$ cat src/rtl/dtg_pkg.sv
`timescale 1ns/1ps
package dtg_pkg;

  typedef enum logic [1:0] {
    RGN_BACK   = 2'd0,
    RGN_ACTIVE = 2'd1,
    RGN_FRONT  = 2'd2,
    RGN_SYNC   = 2'd3
  } region_e;

  localparam logic [1:0] POL_LOW  = 2'b00;
  localparam logic [1:0] POL_HIGH = 2'b01;

  typedef struct packed {
    logic [11:0] bp;
    logic [11:0] act;
    logic [11:0] fp;
    logic [11:0] sy;
  } axis_cfg_t;

  // pol[1] set: output disabled, held at 0
  function automatic logic drive_level(input logic [1:0] pol, input logic asserted);
    if (pol[1])      return 1'b0;
    else if (pol[0]) return asserted;
    else             return ~asserted;
  endfunction

endpackage

$ cat src/rtl/dtg_axis.sv
`timescale 1ns/1ps
module dtg_axis #(
  parameter int W = 12
) (
  input  logic                clk,
  input  logic                rst_n,
  input  logic                hold,
  input  logic                step,
  input  dtg_pkg::axis_cfg_t  cfg,
  output dtg_pkg::region_e    region,
  output logic [W-1:0]        coord,
  output logic                last
);
  import dtg_pkg::*;

  localparam int SW = W + 2;

  logic [SW-1:0] b_act, b_fp, b_sy, total;
  logic [SW-1:0] pos_q, pos_d;

  always_comb begin
    b_act = SW'(cfg.bp);
    b_fp  = b_act + SW'(cfg.act);
    b_sy  = b_fp + SW'(cfg.fp);
    total = b_sy + SW'(cfg.sy);
  end

  always_comb begin
    last = (total == '0) || (pos_q >= total - SW'(1));
    if      (pos_q < b_act) region = RGN_BACK;
    else if (pos_q < b_fp)  region = RGN_ACTIVE;
    else if (pos_q < b_sy)  region = RGN_FRONT;
    else                    region = RGN_SYNC;
    coord = (region == RGN_ACTIVE) ? W'(pos_q - b_act) : '0;
  end

  always_comb begin
    pos_d = pos_q;
    if (hold)      pos_d = '0;
    else if (step) pos_d = last ? '0 : pos_q + SW'(1);
  end

  always_ff @(posedge clk or negedge rst_n) begin
    if (!rst_n) pos_q <= '0;
    else        pos_q <= pos_d;
  end

  p_pos_bound_r1: assert property (@(posedge clk) disable iff (!rst_n)
    (pos_q == '0) || (pos_q < total));

  p_wrap_r1: assert property (@(posedge clk) disable iff (!rst_n)
    (step && !hold && last) |=> (pos_q == '0));

endmodule

$ cat src/rtl/dtg_out_pin.sv
`timescale 1ns/1ps
module dtg_out_pin #(
  parameter bit HAS_FALL = 1'b0
) (
  input  logic       clk,
  input  logic       rst_n,
  input  logic       en,
  input  logic       act,
  input  logic [1:0] pol,
  input  logic       fall_sel,
  output logic       pin
);
  import dtg_pkg::*;

  logic rise_d, rise_q, fall_q;

  always_comb rise_d = drive_level(pol, en & act);

  always_ff @(posedge clk or negedge rst_n) begin
    if (!rst_n) rise_q <= 1'b0;
    else        rise_q <= rise_d;
  end

  always_ff @(negedge clk or negedge rst_n) begin
    if (!rst_n) fall_q <= 1'b0;
    else        fall_q <= rise_q;
  end

  assign pin = (HAS_FALL && fall_sel) ? fall_q : rise_q;

  p_off_low_r4: assert property (@(posedge clk) disable iff (!rst_n)
    pol[1] |=> !rise_q);

  p_fall_follows_r5: assert property (@(posedge clk) disable iff (!rst_n)
    fall_q == rise_q);

endmodule

$ cat src/rtl/disp_timing_gen.sv
`timescale 1ns/1ps
module disp_timing_gen #(
  parameter int W = 12
) (
  input  logic         clk,
  input  logic         rst_n,
  input  logic         en,
  input  logic [W-1:0] h_bp,
  input  logic [W-1:0] h_active,
  input  logic [W-1:0] h_fp,
  input  logic [W-1:0] h_sync_len,
  input  logic [W-1:0] v_bp,
  input  logic [W-1:0] v_active,
  input  logic [W-1:0] v_fp,
  input  logic [W-1:0] v_sync_len,
  input  logic [1:0]   hs_pol,
  input  logic [1:0]   vs_pol,
  input  logic [1:0]   de_pol,
  input  logic         sync_fall,
  output logic         hsync,
  output logic         vsync,
  output logic         de,
  output logic [W-1:0] px_x,
  output logic [W-1:0] px_y
);
  import dtg_pkg::*;

  localparam int NPIN = 3;

  axis_cfg_t h_cfg_q, h_cfg_d, v_cfg_q, v_cfg_d;
  region_e   h_rgn, v_rgn;
  logic [W-1:0] h_coord, v_coord;
  logic      h_last, v_last, frame_end, load;
  logic [W-1:0] x_q, x_d, y_q, y_d;

  // shadow copies follow the inputs only at a frame boundary or while idle
  always_comb begin
    frame_end = en && h_last && v_last;
    load      = !en || frame_end;
    h_cfg_d   = h_cfg_q;
    v_cfg_d   = v_cfg_q;
    if (load) begin
      h_cfg_d = '{bp: h_bp, act: h_active, fp: h_fp, sy: h_sync_len};
      v_cfg_d = '{bp: v_bp, act: v_active, fp: v_fp, sy: v_sync_len};
    end
  end

  always_ff @(posedge clk or negedge rst_n) begin
    if (!rst_n) begin
      h_cfg_q <= '0;
      v_cfg_q <= '0;
    end else begin
      h_cfg_q <= h_cfg_d;
      v_cfg_q <= v_cfg_d;
    end
  end

  dtg_axis #(.W(W)) i_h_axis (
    .clk(clk), .rst_n(rst_n), .hold(!en), .step(1'b1), .cfg(h_cfg_q),
    .region(h_rgn), .coord(h_coord), .last(h_last)
  );

  dtg_axis #(.W(W)) i_v_axis (
    .clk(clk), .rst_n(rst_n), .hold(!en), .step(h_last), .cfg(v_cfg_q),
    .region(v_rgn), .coord(v_coord), .last(v_last)
  );

  logic [NPIN-1:0] pin_act, pin_out, pin_fall;
  logic [1:0]      pin_pol [NPIN];

  always_comb begin
    pin_act[0] = (h_rgn == RGN_SYNC);
    pin_act[1] = (v_rgn == RGN_SYNC);
    pin_act[2] = (h_rgn == RGN_ACTIVE) && (v_rgn == RGN_ACTIVE);
    pin_pol[0] = hs_pol;
    pin_pol[1] = vs_pol;
    pin_pol[2] = de_pol;
    pin_fall   = {1'b0, sync_fall, sync_fall};
  end

  // index 0/1: syncs with falling-edge option, index 2: data enable
  for (genvar gi = 0; gi < NPIN; gi++) begin : g_pin
    dtg_out_pin #(.HAS_FALL(gi < 2)) i_pin (
      .clk(clk), .rst_n(rst_n), .en(en), .act(pin_act[gi]),
      .pol(pin_pol[gi]), .fall_sel(pin_fall[gi]), .pin(pin_out[gi])
    );
  end

  always_comb begin
    x_d = en ? h_coord : '0;
    y_d = en ? v_coord : '0;
  end

  always_ff @(posedge clk or negedge rst_n) begin
    if (!rst_n) begin
      x_q <= '0;
      y_q <= '0;
    end else begin
      x_q <= x_d;
      y_q <= y_d;
    end
  end

  assign hsync = pin_out[0];
  assign vsync = pin_out[1];
  assign de    = pin_out[2];
  assign px_x  = x_q;
  assign px_y  = y_q;

  p_shadow_hold_r7: assert property (@(posedge clk) disable iff (!rst_n)
    (en && !frame_end) |=> ($stable(h_cfg_q) && $stable(v_cfg_q)));

  p_de_both_r3: assert property (@(posedge clk) disable iff (!rst_n)
    ((h_rgn != RGN_ACTIVE || v_rgn != RGN_ACTIVE) && de_pol == POL_HIGH) |=> !de);

  p_idle_quiet_r8: assert property (@(posedge clk) disable iff (!rst_n)
    !en |=> (px_x == '0 && px_y == '0));

endmodule

$ cat config.mk
export PLATFORM = sky130hd
export DESIGN_NAME = disp_timing_gen
export DESIGN_NICKNAME = d
export VERILOG_FILES = /design/src/rtl/dtg_pkg.sv /design/src/rtl/dtg_axis.sv /design/src/rtl/dtg_out_pin.sv /design/src/rtl/disp_timing_gen.sv
export SDC_FILE = /design/constraint.sdc
export NUM_CORES = 1
export LEC_CHECK = 0
export ABC_CLOCK_PERIOD_IN_PS = 8400
export BUFFER_PORTS_ARGS = -buffer_cell sky130_fd_sc_hd__buf_2
export CELL_PAD_IN_SITES_DETAIL_PLACEMENT = 2
export CELL_PAD_IN_SITES_GLOBAL_PLACEMENT = 2
export CORE_ASPECT_RATIO = 0.7
export CORE_UTILIZATION = 39
export CTS_BUF_LIST = sky130_fd_sc_hd__clkbuf_4
export CTS_CLUSTER_SIZE = 28
export DETAILED_ROUTE_END_ITERATION = 12
export HOLD_SLACK_MARGIN = 0.06
export PLACE_DENSITY = 0.89
export SYNTH_ARGS = -nofsm -noshare
export SYNTH_HDL_FRONTEND = slang
export SYNTH_SLANG_ARGS = --single-unit
$ cat constraint.sdc
create_clock -name clk -period 8.4 [get_ports clk]
set_input_delay 0.84 -clock clk [delete_from_list [all_inputs] [get_ports clk]]
set_output_delay 0.84 -clock clk [all_outputs]
set_load 0.02 [all_outputs]
==> summary.md, run 1 <==
| Metric | Value |
|---|---|
| Outcome | `finished, violations left` |
| Failing checks | `setup timing` |
| IO Count | `133` |
| Via/cell ratio | `6.35` |
| Sequential share of the synthesized area | `30.4%` |
| Mean area per synthesized cell | `9.54 µm²` |
| Max-slew violations | `0` |
| Drt initial violations | `926` |
| Root Driver | `clkbuf_4` |
| Cells after synthesis | `1,321` |
| Crit-path most repeated cell | `ha_1` |
| Synth warn | `0` |
| Gr usage total | `31.3%` |
| Share of cells above drive strength 1 | `18.9%` |
| Pre-CTS setup slack | `0.000956 ns` |
| Count of final setup violators | `105` |
| Initial Utilization | `40.0%` |
| Antenna violations before repair | `3` |
| Final min period | `8.64 ns` |
| Finished Cell Area | `14,300 µm²` |
| Top Family by Delay on Critical Path | `compound AO/OA/AOI/OAI gates` |
| Core area | `31,500 µm²` |
| CTS tree | `yes` |
| Max cap viols | `0` |
| Critical R2R Launch | `v_cfg_q[36]` |
| Overflow after GRT | `0` |
| Worst-path maximum fanout | `49` |
| RR Endpoint | `v_cfg_q[37]` |
| First-pass GRT wire length | `79.0 mm` |
| Crit path largest cell delay | `0.48 ns` |
| Relative max-transition margin | `34.0%` |
| EDFF count, synth | `0` |
| Crit-path slowest cell | `o31ai_2` |
| Multi-input logic area | `8330 µm²` |
| Crit Path Class | `reg2reg` |
| Die span in y | `152 µm` |
| Vias in the first global route | `13,200` |
| WP depth | `33` |
| CTS Buffer Depth | `2` |
| WL/cell | `30.3 µm` |
| FF+latch area | `3830 µm²` |
| Fillers | `3,425` |
| Residual DRC | `0` |
| Commonest cells after routing, fill and taps aside | `179 x ha_1, 151 x dfrtp_1, 131 x buf_2` |
| Worst Setup SP | `v_cfg_q[36]` |
| Final WL | `57.5 mm` |
| Critical Path RT | `9.00 ns` |
| I/O Buffers | `132` |
| Die area | `33,000 µm²` |
| R2r setup slk | `-0.24 ns` |
| Hold Crit Class | `in2reg` |
| Die Span X | `217 µm` |
| Gpl congestion | `0.840` |
| Measured slew at the worst slew-check pin | `0.990 ns` |
| Clock sinks | `153` |
| Period utilisation layout | `103%` |
| Post-synthesis register bit count | `153` |
| Buf/Inv on CP | `2` |
| Critical path capture point | `v_cfg_q[37]` |
| Clock transition at the registers of the reported paths | `0.17 ns` |
| Crit end category | `register` |
| Mapped cell area | `12,600 µm²` |
| Fin. Hold Viols | `0` |
| Pin count of the biggest net entering global routing | `68` |
| Fmax achieved | `116 MHz` |
| Startpoint class of the critical path | `register` |
| Commonest non-fill, non-tap cell in the layout | `ha_1` |
| Distinct cells, synth | `69` |
| Num CTS Buffers | `17` |
| Clock skew | `0.120 ns` |
| Final WS setup | `-0.244 ns` |
| TritonRoute pass-1 iters | `7` |
| Ys async rst share | `100%` |
| FP Rows | `54` |
| Vias post-DR | `12,100` |
| Remaining antenna violation count | `0` |
| Fin util | `45.3%` |
| Cell Area, Placed | `13,800 µm²` |
| Dpl hpwl | `38.0 mm` |
| Syn nets | `1,615` |
| Final nets | `1,757` |
| Clk_lat worst skew | `0.69 ns` |
| Cells on worst reg2reg path | `33` |
| H-tree depth | `4` |
| Arrival time at the worst endpoint | `9.24 ns` |
| Post-synth top flop | `dfrtp_1` |
| P&R area growth vs syn | `13.1%` |
worst min-delay path by stage:
| stage | from | end | slack (ns) | cells after the start |
|---|---|---|---|---|
| global route | vs_pol[1] | g_pin[1].i_pin.rise_q | 0.30 | 2 |
| global placement | v_cfg_q[29] | v_cfg_q[29] | 0.48 | 1 |
| CTS | vs_pol[1] | g_pin[1].i_pin.rise_q | 0.29 | 2 |
| finish | vs_pol[1] | g_pin[1].i_pin.rise_q | 0.32 | 2 |
| detailed placement | v_cfg_q[33] | v_cfg_q[33] | 0.50 | 1 |
| floorplan | v_cfg_q[15] | v_cfg_q[15] | 0.46 | 1 |
registers in the layout, indices dropped and copies added, names as in the netlist:
signal              flops
h_cfg_q                48
v_cfg_q                48
i_h_axis.pos_q         14
i_v_axis.pos_q         14
px_x                   12
px_y                   12
g_pin.i_pin.fall_q      2
g_pin.i_pin.rise_q      2
g_pin.i_pin.pin         1
per-layer routing:
metal | vias up | share of wire, % | global-route usage, %
met2 | 639 | 47 | 52.0
met5 | - | 0 | 0
met4 | 0 | 5.9 | 13.5
li1 | 5014 | - | -
met3 | 235 | 6.5 | 5.37
met1 | 6173 | 41 | 40.1
layout make-up:
cell class / count / share of cell area (%)
inverter: 120 / 3.16
antenna: 3 / 0.0527
clock buffer: 17 / 0.895
clock inverter: 15 / 1.44
tap: 420 / 3.69
timing repair buffer: 144 / 5.50
multi-input combinational: 1027 / 58.4
sequential: 153 / 26.9
metrics by stage:
step	std cells	hold slack, ns	setup TNS [ns]
finish	1899	0.320	-17.33
detailed placement	1861	0.497	0
global route	1899	0.302	-31.10
global placement	1861	0.479	0
CTS	1894	0.288	0
floorplan	1321	0.465	0
repair_timing:
action,in CTS,in global routing
endpoints found under the setup margin,109,110
buffers inserted,0,2
resized for setup,6,15
hold buffers,1,0
hold endpoints to repair,32,0
synth_stat cells, types with 3 or more instances:
master	count	area share [%]
nand3_1	25	0.99
and2_1	8	0.40
buf_6	3	0.27
nand4_1	16	0.79
nor3_1	22	0.87
o221ai_1	3	0.21
a21oi_1	81	3.2
a22o_1	4	0.28
o41ai_1	4	0.28
o31a_1	5	0.35
clkbuf_1	10	0.30
a221oi_1	3	0.21
nand3b_1	4	0.24
o22ai_1	4	0.20
o31ai_1	13	0.77
o21bai_1	15	0.89
or3_1	9	0.45
nor2_1	79	2.4
nand2_1	63	1.9
xor2_1	50	3.5
or2_2	9	0.45
o211ai_1	15	0.89
nor3b_1	4	0.24
a31oi_1	4	0.20
mux2_1	29	2.6
ha_1	180	18
xnor2_1	62	4.3
o21a_1	15	0.89
a2111oi_0	3	0.21
a211oi_1	19	1.1
nor2b_1	15	0.74
dfrtp_1	151	30
mux2_2	70	6.3
o21ai_1	3	0.12
a31o_2	3	0.21
o21ai_0	56	2.2
buf_2	7	0.28
inv_1	120	3.6
nand2b_1	16	0.79
and3_1	24	1.2
fa_1	8	1.3
a21o_1	54	3.2
kinds of logic after synthesis:
logic type	Yosys count	share of synthesized area, %
compound gates	320	16.7
simple gates	307	12.6
fa+ha+maj	188	19.1
flops	153	30.4
buf+inv	141	4.48
xor+xnor	112	7.78
mux	100	8.93
Power of run 1 is not shown: default switching activity piles up to over one toggle a cycle in this logic, so the estimate is an artifact.
==> inputs of run 2 (changes only) <==
--- a/config.mk
+++ b/config.mk
@@ -7,15 +7,16 @@
 export LEC_CHECK = 0
 export ABC_CLOCK_PERIOD_IN_PS = 8400
 export BUFFER_PORTS_ARGS = -buffer_cell sky130_fd_sc_hd__buf_2
-export CELL_PAD_IN_SITES_DETAIL_PLACEMENT = 2
-export CELL_PAD_IN_SITES_GLOBAL_PLACEMENT = 2
+export CELL_PAD_IN_SITES_DETAIL_PLACEMENT = 0
+export CELL_PAD_IN_SITES_GLOBAL_PLACEMENT = 1
 export CORE_ASPECT_RATIO = 0.7
-export CORE_UTILIZATION = 39
+export CORE_MARGIN = 2
+export CORE_UTILIZATION = 45
 export CTS_BUF_LIST = sky130_fd_sc_hd__clkbuf_4
 export CTS_CLUSTER_SIZE = 28
 export DETAILED_ROUTE_END_ITERATION = 12
 export HOLD_SLACK_MARGIN = 0.06
-export PLACE_DENSITY = 0.89
+export PLACE_DENSITY = 0.85
 export SYNTH_ARGS = -nofsm -noshare
 export SYNTH_HDL_FRONTEND = slang
 export SYNTH_SLANG_ARGS = --single-unit
==> run 2 against run 1 <==
The flow now finishes without violations. Clock skew down 0.033 ns. Hold slack better by 0.048 ns. Non-clock buffer count down 4. Count of clock-buffer cells in the layout up 3. Global-route usage down 8.6 points. Critical path type unchanged.
==> summary.md, run 2 (same netlist as run 1, synthesis figures left out) <==
| Metric | Value |
|---|---|
| Critical path capture point | `h_cfg_q[47]` |
| Clock sinks | `153` |
| FP Rows | `51` |
| Crit Path Class | `reg2reg` |
| Setup TNS | `0 ns` |
| RSZ-0062 raised after global routing | `no` |
| Die Span X | `204 µm` |
| First-pass GRT wire length | `51.8 mm` |
| Gr usage total | `22.8%` |
| Count of final setup violators | `0` |
| Worst Setup SP | `h_cfg_q[37]` |
| Startpoint class of the critical path | `register` |
| Setup bufs post-CTS | `0` |
| Pin count of the biggest net entering global routing | `72` |
| Critical Path RT | `8.90 ns` |
| Commonest cells after routing, fill and taps aside | `180 x ha_1, 151 x dfrtp_1, 131 x buf_2` |
| R2r setup slk | `0.72 ns` |
| Initial Utilization | `45.5%` |
| Remaining antenna violation count | `0` |
| CTS Buffer Depth | `2` |
| WP depth | `31` |
| Commonest non-fill, non-tap cell in the layout | `ha_1` |
| Final WL | `32.6 mm` |
| Period utilisation layout | `91.4%` |
| Max cap viols | `0` |
| I/O Buffers | `132` |
| Gpl congestion | `0.880` |
| Buf/Inv on CP | `1` |
| Fmax achieved | `130 MHz` |
| Vias in the first global route | `9,658` |
| Clk_lat worst skew | `0.60 ns` |
| Worst-path maximum fanout | `71` |
| Die area | `29,400 µm²` |
| Outcome | `finished clean` |
| Cells on worst reg2reg path | `31` |
| Fin util | `50.5%` |
| Final nets | `1,753` |
| IO Count | `133` |
| Fin Hold WS | `0.368 ns` |
| Core area | `27,700 µm²` |
| Arrival time at the worst endpoint | `8.19 ns` |
| Root Driver | `clkbuf_4` |
| Worst hold start | `de_pol[1]` |
| Vias post-DR | `10,100` |
| Num CTS Buffers | `17` |
| Worst hold path stage count | `2` |
| Clock skew | `0.0870 ns` |
| Via/cell ratio | `5.50` |
| Antenna violations before repair | `1` |
| Crit-path slowest cell | `dfrtp_1` |
| Measured slew at the worst slew-check pin | `0.822 ns` |
| Residual DRC | `0` |
| RR Endpoint | `h_cfg_q[47]` |
| Share of cells above drive strength 1 | `17.9%` |
| Top Registers | `h_cfg_q: 48 flops, v_cfg_q: 48 flops` |
| Die span in y | `144 µm` |
| Overflow after GRT | `0` |
| WL/cell | `17.7 µm` |
| Relative max-transition margin | `45.0%` |
| Hold Crit Class | `in2reg` |
| Final min period | `7.68 ns` |
| H-tree depth | `4` |
| Clock transition at the registers of the reported paths | `0.15 ns` |
| Crit path largest cell delay | `0.47 ns` |
| TritonRoute pass-1 iters | `6` |
| P&R area growth vs syn | `11.0%` |
| Crit end category | `register` |
| Max-slew violations | `0` |
| Critical R2R Launch | `h_cfg_q[37]` |
| Dpl hpwl | `25.8 mm` |
| Fin. Hold Viols | `0` |
| Drt initial violations | `598` |
| Top Family by Delay on Critical Path | `compound AO/OA/AOI/OAI gates` |
| CTS tree | `yes` |
-- run 2: stage by stage --
stage,std cells,setup slack (ns),instance area [µm²]
floorplan,1321,1.56,12600
global placement,1810,0.689,13700
detailed placement,1810,0.596,13700
CTS,1843,0.512,14000
global route,1844,0.00529,14000
finish,1844,0.718,14000
-- run 2: what timing repair did --
action / in CTS / in global routing
hold endpoints to repair: 30 / 0
resized for setup: 0 / 4
hold buffers: 1 / 0
setup endpoints to repair: 0 / 98
-- run 2: worst min path at each step --
stage and endpoint:
2_1_floorplan v_cfg_q[15], 6_report g_pin[2].i_pin.pin, 4_1_cts g_pin[2].i_pin.pin, 5_1_grt g_pin[1].i_pin.rise_q, 3_3_place_gp v_cfg_q[27], 3_5_place_dp v_cfg_q[28]
-- run 2: area by class of cell --
class / count / area (µm²)
sequential: 153 / 3830
fill: 2609 / 13700
clock inverter: 12 / 116
inverter: 120 / 450
timing repair buffer: 140 / 742
tap: 371 / 464
antenna: 1 / 2.50
clock buffer: 20 / 150
multi-input combinational: 1027 / 8230
-- run 2: per-layer routing --
| layer | routed length (µm) | track usage, % |
|---|---|---|
| met1 | 17500 | 35.4 |
| met4 | 371 | 5.15 |
| met2 | 12600 | 31.3 |
| met3 | 2110 | 5.43 |
| met5 | 0 | 0 |
Power of run 2 is left out for the same reason.
==> inputs of run 3 (changes only) <==
--- a/config.mk
+++ b/config.mk
@@ -16,7 +16,8 @@
 export CTS_CLUSTER_SIZE = 28
 export DETAILED_ROUTE_END_ITERATION = 12
 export HOLD_SLACK_MARGIN = 0.06
-export PLACE_DENSITY = 0.85
+export PLACE_DENSITY = 0.84
 export SYNTH_ARGS = -nofsm -noshare
 export SYNTH_HDL_FRONTEND = slang
+export SYNTH_HIERARCHICAL = 1
 export SYNTH_SLANG_ARGS = --single-unit
==> run 3 against run 2 <==
Setup slack got worse by 0.21 ns. Area after synthesis rose by 3.4%. Non-clock buffer count fell by 2. Design area is 3.0% higher. Hold slack worse by 0.20 ns. Via count up 3.1%. Maximum frequency shrank 2.6%. Largest cell class unchanged. Sequential share of layout area decreased by 0.81 points. Sequential cell count stayed put. Global-route usage is 0.28 points lower. Synthesized cell count grew 2.7%.
==> summary.md, run 3 <==
| Metric | Value |
|---|---|
| Outcome | `finished clean` |
| Commonest cells after routing, fill and taps aside | `184 x ha_1, 151 x dfrtp_1, 131 x buf_2` |
| Clock Power Share | `11.8%` |
| Combinational fraction of design power | `69.7%` |
| RSZ-0062 raised after global routing | `no` |
| Final nets | `1,790` |
| Die area | `30,400 µm²` |
| Fillers | `2,685` |
| Via/cell ratio | `5.55` |
| Fmax achieved | `127 MHz` |
| Max cap viols | `0` |
| Cells on worst reg2reg path | `32` |
| Count of final setup violators | `0` |
| Fin. Hold Viols | `0` |
| TritonRoute pass-1 iters | `5` |
| Root Driver | `clkbuf_4` |
| Placed cell count | `1,851` |
| Setup bufs post-CTS | `0` |
| Core area | `28,700 µm²` |
| Clock sinks | `153` |
| Num CTS Buffers | `17` |
| WL/cell | `17.8 µm` |
| Gpl congestion | `0.875` |
| Crit Path Class | `reg2reg` |
| Measured slew at the worst slew-check pin | `0.910 ns` |
| Overflow after GRT | `0` |
| First-pass GRT wire length | `54.0 mm` |
| IO Count | `133` |
| Max-slew violations | `0` |
| Hold Crit Class | `in2async` |
| Mean area per synthesized cell | `9.60 µm²` |
| Crit-path slowest cell | `dfrtp_1` |
| Vias in the first global route | `10,000` |
| Crit path largest cell delay | `0.40 ns` |
| Residual DRC | `0` |
| Commonest non-fill, non-tap cell in the layout | `ha_1` |
| CTS tree | `yes` |
| Mapped cell area | `13,000 µm²` |
| Clk_lat worst skew | `0.59 ns` |
| Sequential Power Share | `18.5%` |
| Drt initial violations | `656` |
| PD cells | `309 nW/µm²` |
| Cells after synthesis | `1,357` |
| Die span in y | `146 µm` |
| Remaining antenna violation count | `0` |
| P&R area growth vs syn | `10.5%` |
| CTS resizes | `0` |
| Dpl hpwl | `26.3 mm` |
| I/O Buffers | `132` |
| H-tree depth | `4` |
| Switching part of the total power | `48.5%` |
| Antenna violations before repair | `2` |
| Worst-path maximum fanout | `96` |
| Pre-CTS setup slack | `0.637 ns` |
| Final WS setup | `0.511 ns` |
| Switching power | `0.00216 W` |
| Worst vdd ir | `0.000155 V` |
| Setup TNS | `0 ns` |
| Synth warn | `6` |
| Cts hold-fix bufs | `0` |
| Top Registers | `h_cfg_q: 48 flops, v_cfg_q: 48 flops` |
| Syn nets | `1,655` |
| Clock transition at the registers of the reported paths | `0.18 ns` |
| Vias post-DR | `10,500` |
| Crit-path most repeated cell | `ha_1` |
| Pin count of the biggest net entering global routing | `97` |
| Arrival time at the worst endpoint | `8.40 ns` |
| Total power | `0.00445 W` |
| CTS Buffer Depth | `2` |
| Cell Count, Final, Fillers Out | `1,884` |
| FP Rows | `52` |
| Crit end category | `register` |
| Final min period | `7.89 ns` |
| Pint | `0.00229 W` |
| Clock skew | `0.0824 ns` |
| Gr usage total | `22.5%` |
| Die Span X | `207 µm` |
| Share of cells above drive strength 1 | `17.8%` |
| Initial Utilization | `45.4%` |
| P_leak | `7.19 nW` |
| Period utilisation layout | `93.9%` |
| Relative max-transition margin | `39.2%` |
| Critical Path RT | `8.91 ns` |
| Final WL | `33.6 mm` |
| Startpoint class of the critical path | `register` |
## run 3: worst paths after layout
kind | start | end | slack [ns]
setup / recovery | v_cfg_q[36] | h_cfg_q[35] | 0.51
hold / removal | rst_n | h_cfg_q[11] | 0.16
setup reg to reg | v_cfg_q[36] | h_cfg_q[35] | 0.51
hold reg to reg | h_cfg_q[15] | h_cfg_q[15] | 0.52
max in group asynchronous | rst_n | g_pin[0].i_pin/fall_q | 3.59
min in group clk | de_pol[1] | g_pin[2].i_pin/pin | 0.36
## run 3: final cells by class
type | count | area [µm²] | share of cell area, %
clock inverter | 15 | 191 | 1.33
timing repair buffer | 138 | 724 | 5.03
clock buffer | 17 | 128 | 0.886
multi-input combinational | 1067 | 8630 | 59.9
antenna | 1 | 2.50 | 0.0174
inverter | 115 | 432 | 3.00
tap | 378 | 473 | 3.28
sequential | 153 | 3830 | 26.6
## run 3: through the flow
step	instance area, µm²	utilization (%)	hold slack (ns)
finish	14400	50.2	0.163
global route	14400	50.2	0.163
CTS	14400	50.2	0.147
detailed placement	14100	49.1	0.489
global placement	14100	49.1	0.484
floorplan	13000	-	0.471
## run 3: power groups by stage
stage | clock network [W] | registers, W | logic (W)
6_report | 0.000524 | 0.000825 | 0.00310
4_1_cts | 0.000550 | 0.000826 | 0.00307
5_1_grt | 0.000576 | 0.000833 | 0.00346
2_1_floorplan | 0 | 0.000823 | 0.00242
3_3_place_gp | 0 | 0.000838 | 0.00299
3_5_place_dp | 0 | 0.000840 | 0.00304
## run 3: metal layers
metal | part of all wire (%) | wire length (µm) | vias up | GRT usage, %
li1 | - | - | 5126 | -
met1 | 53 | 17700 | 5034 | 34.9
met2 | 40 | 13500 | 260 | 31.7
met3 | 5.9 | 1970 | 38 | 4.47
met4 | 1.4 | 464 | 2 | 5.50
met5 | 0.039 | 13 | - | 0
## run 3: critical path, delay by kind of cell, from the launching register on
family	cells	cell delay, ns
simple gates	9	1.60
compound gates	12	2.55
fa+ha+maj	5	1.63
buf+inv	2	0.46
mux	1	0.40
xor+xnor	3	0.64
flops	1	0.40
Power figures use the tool's default switching activity.
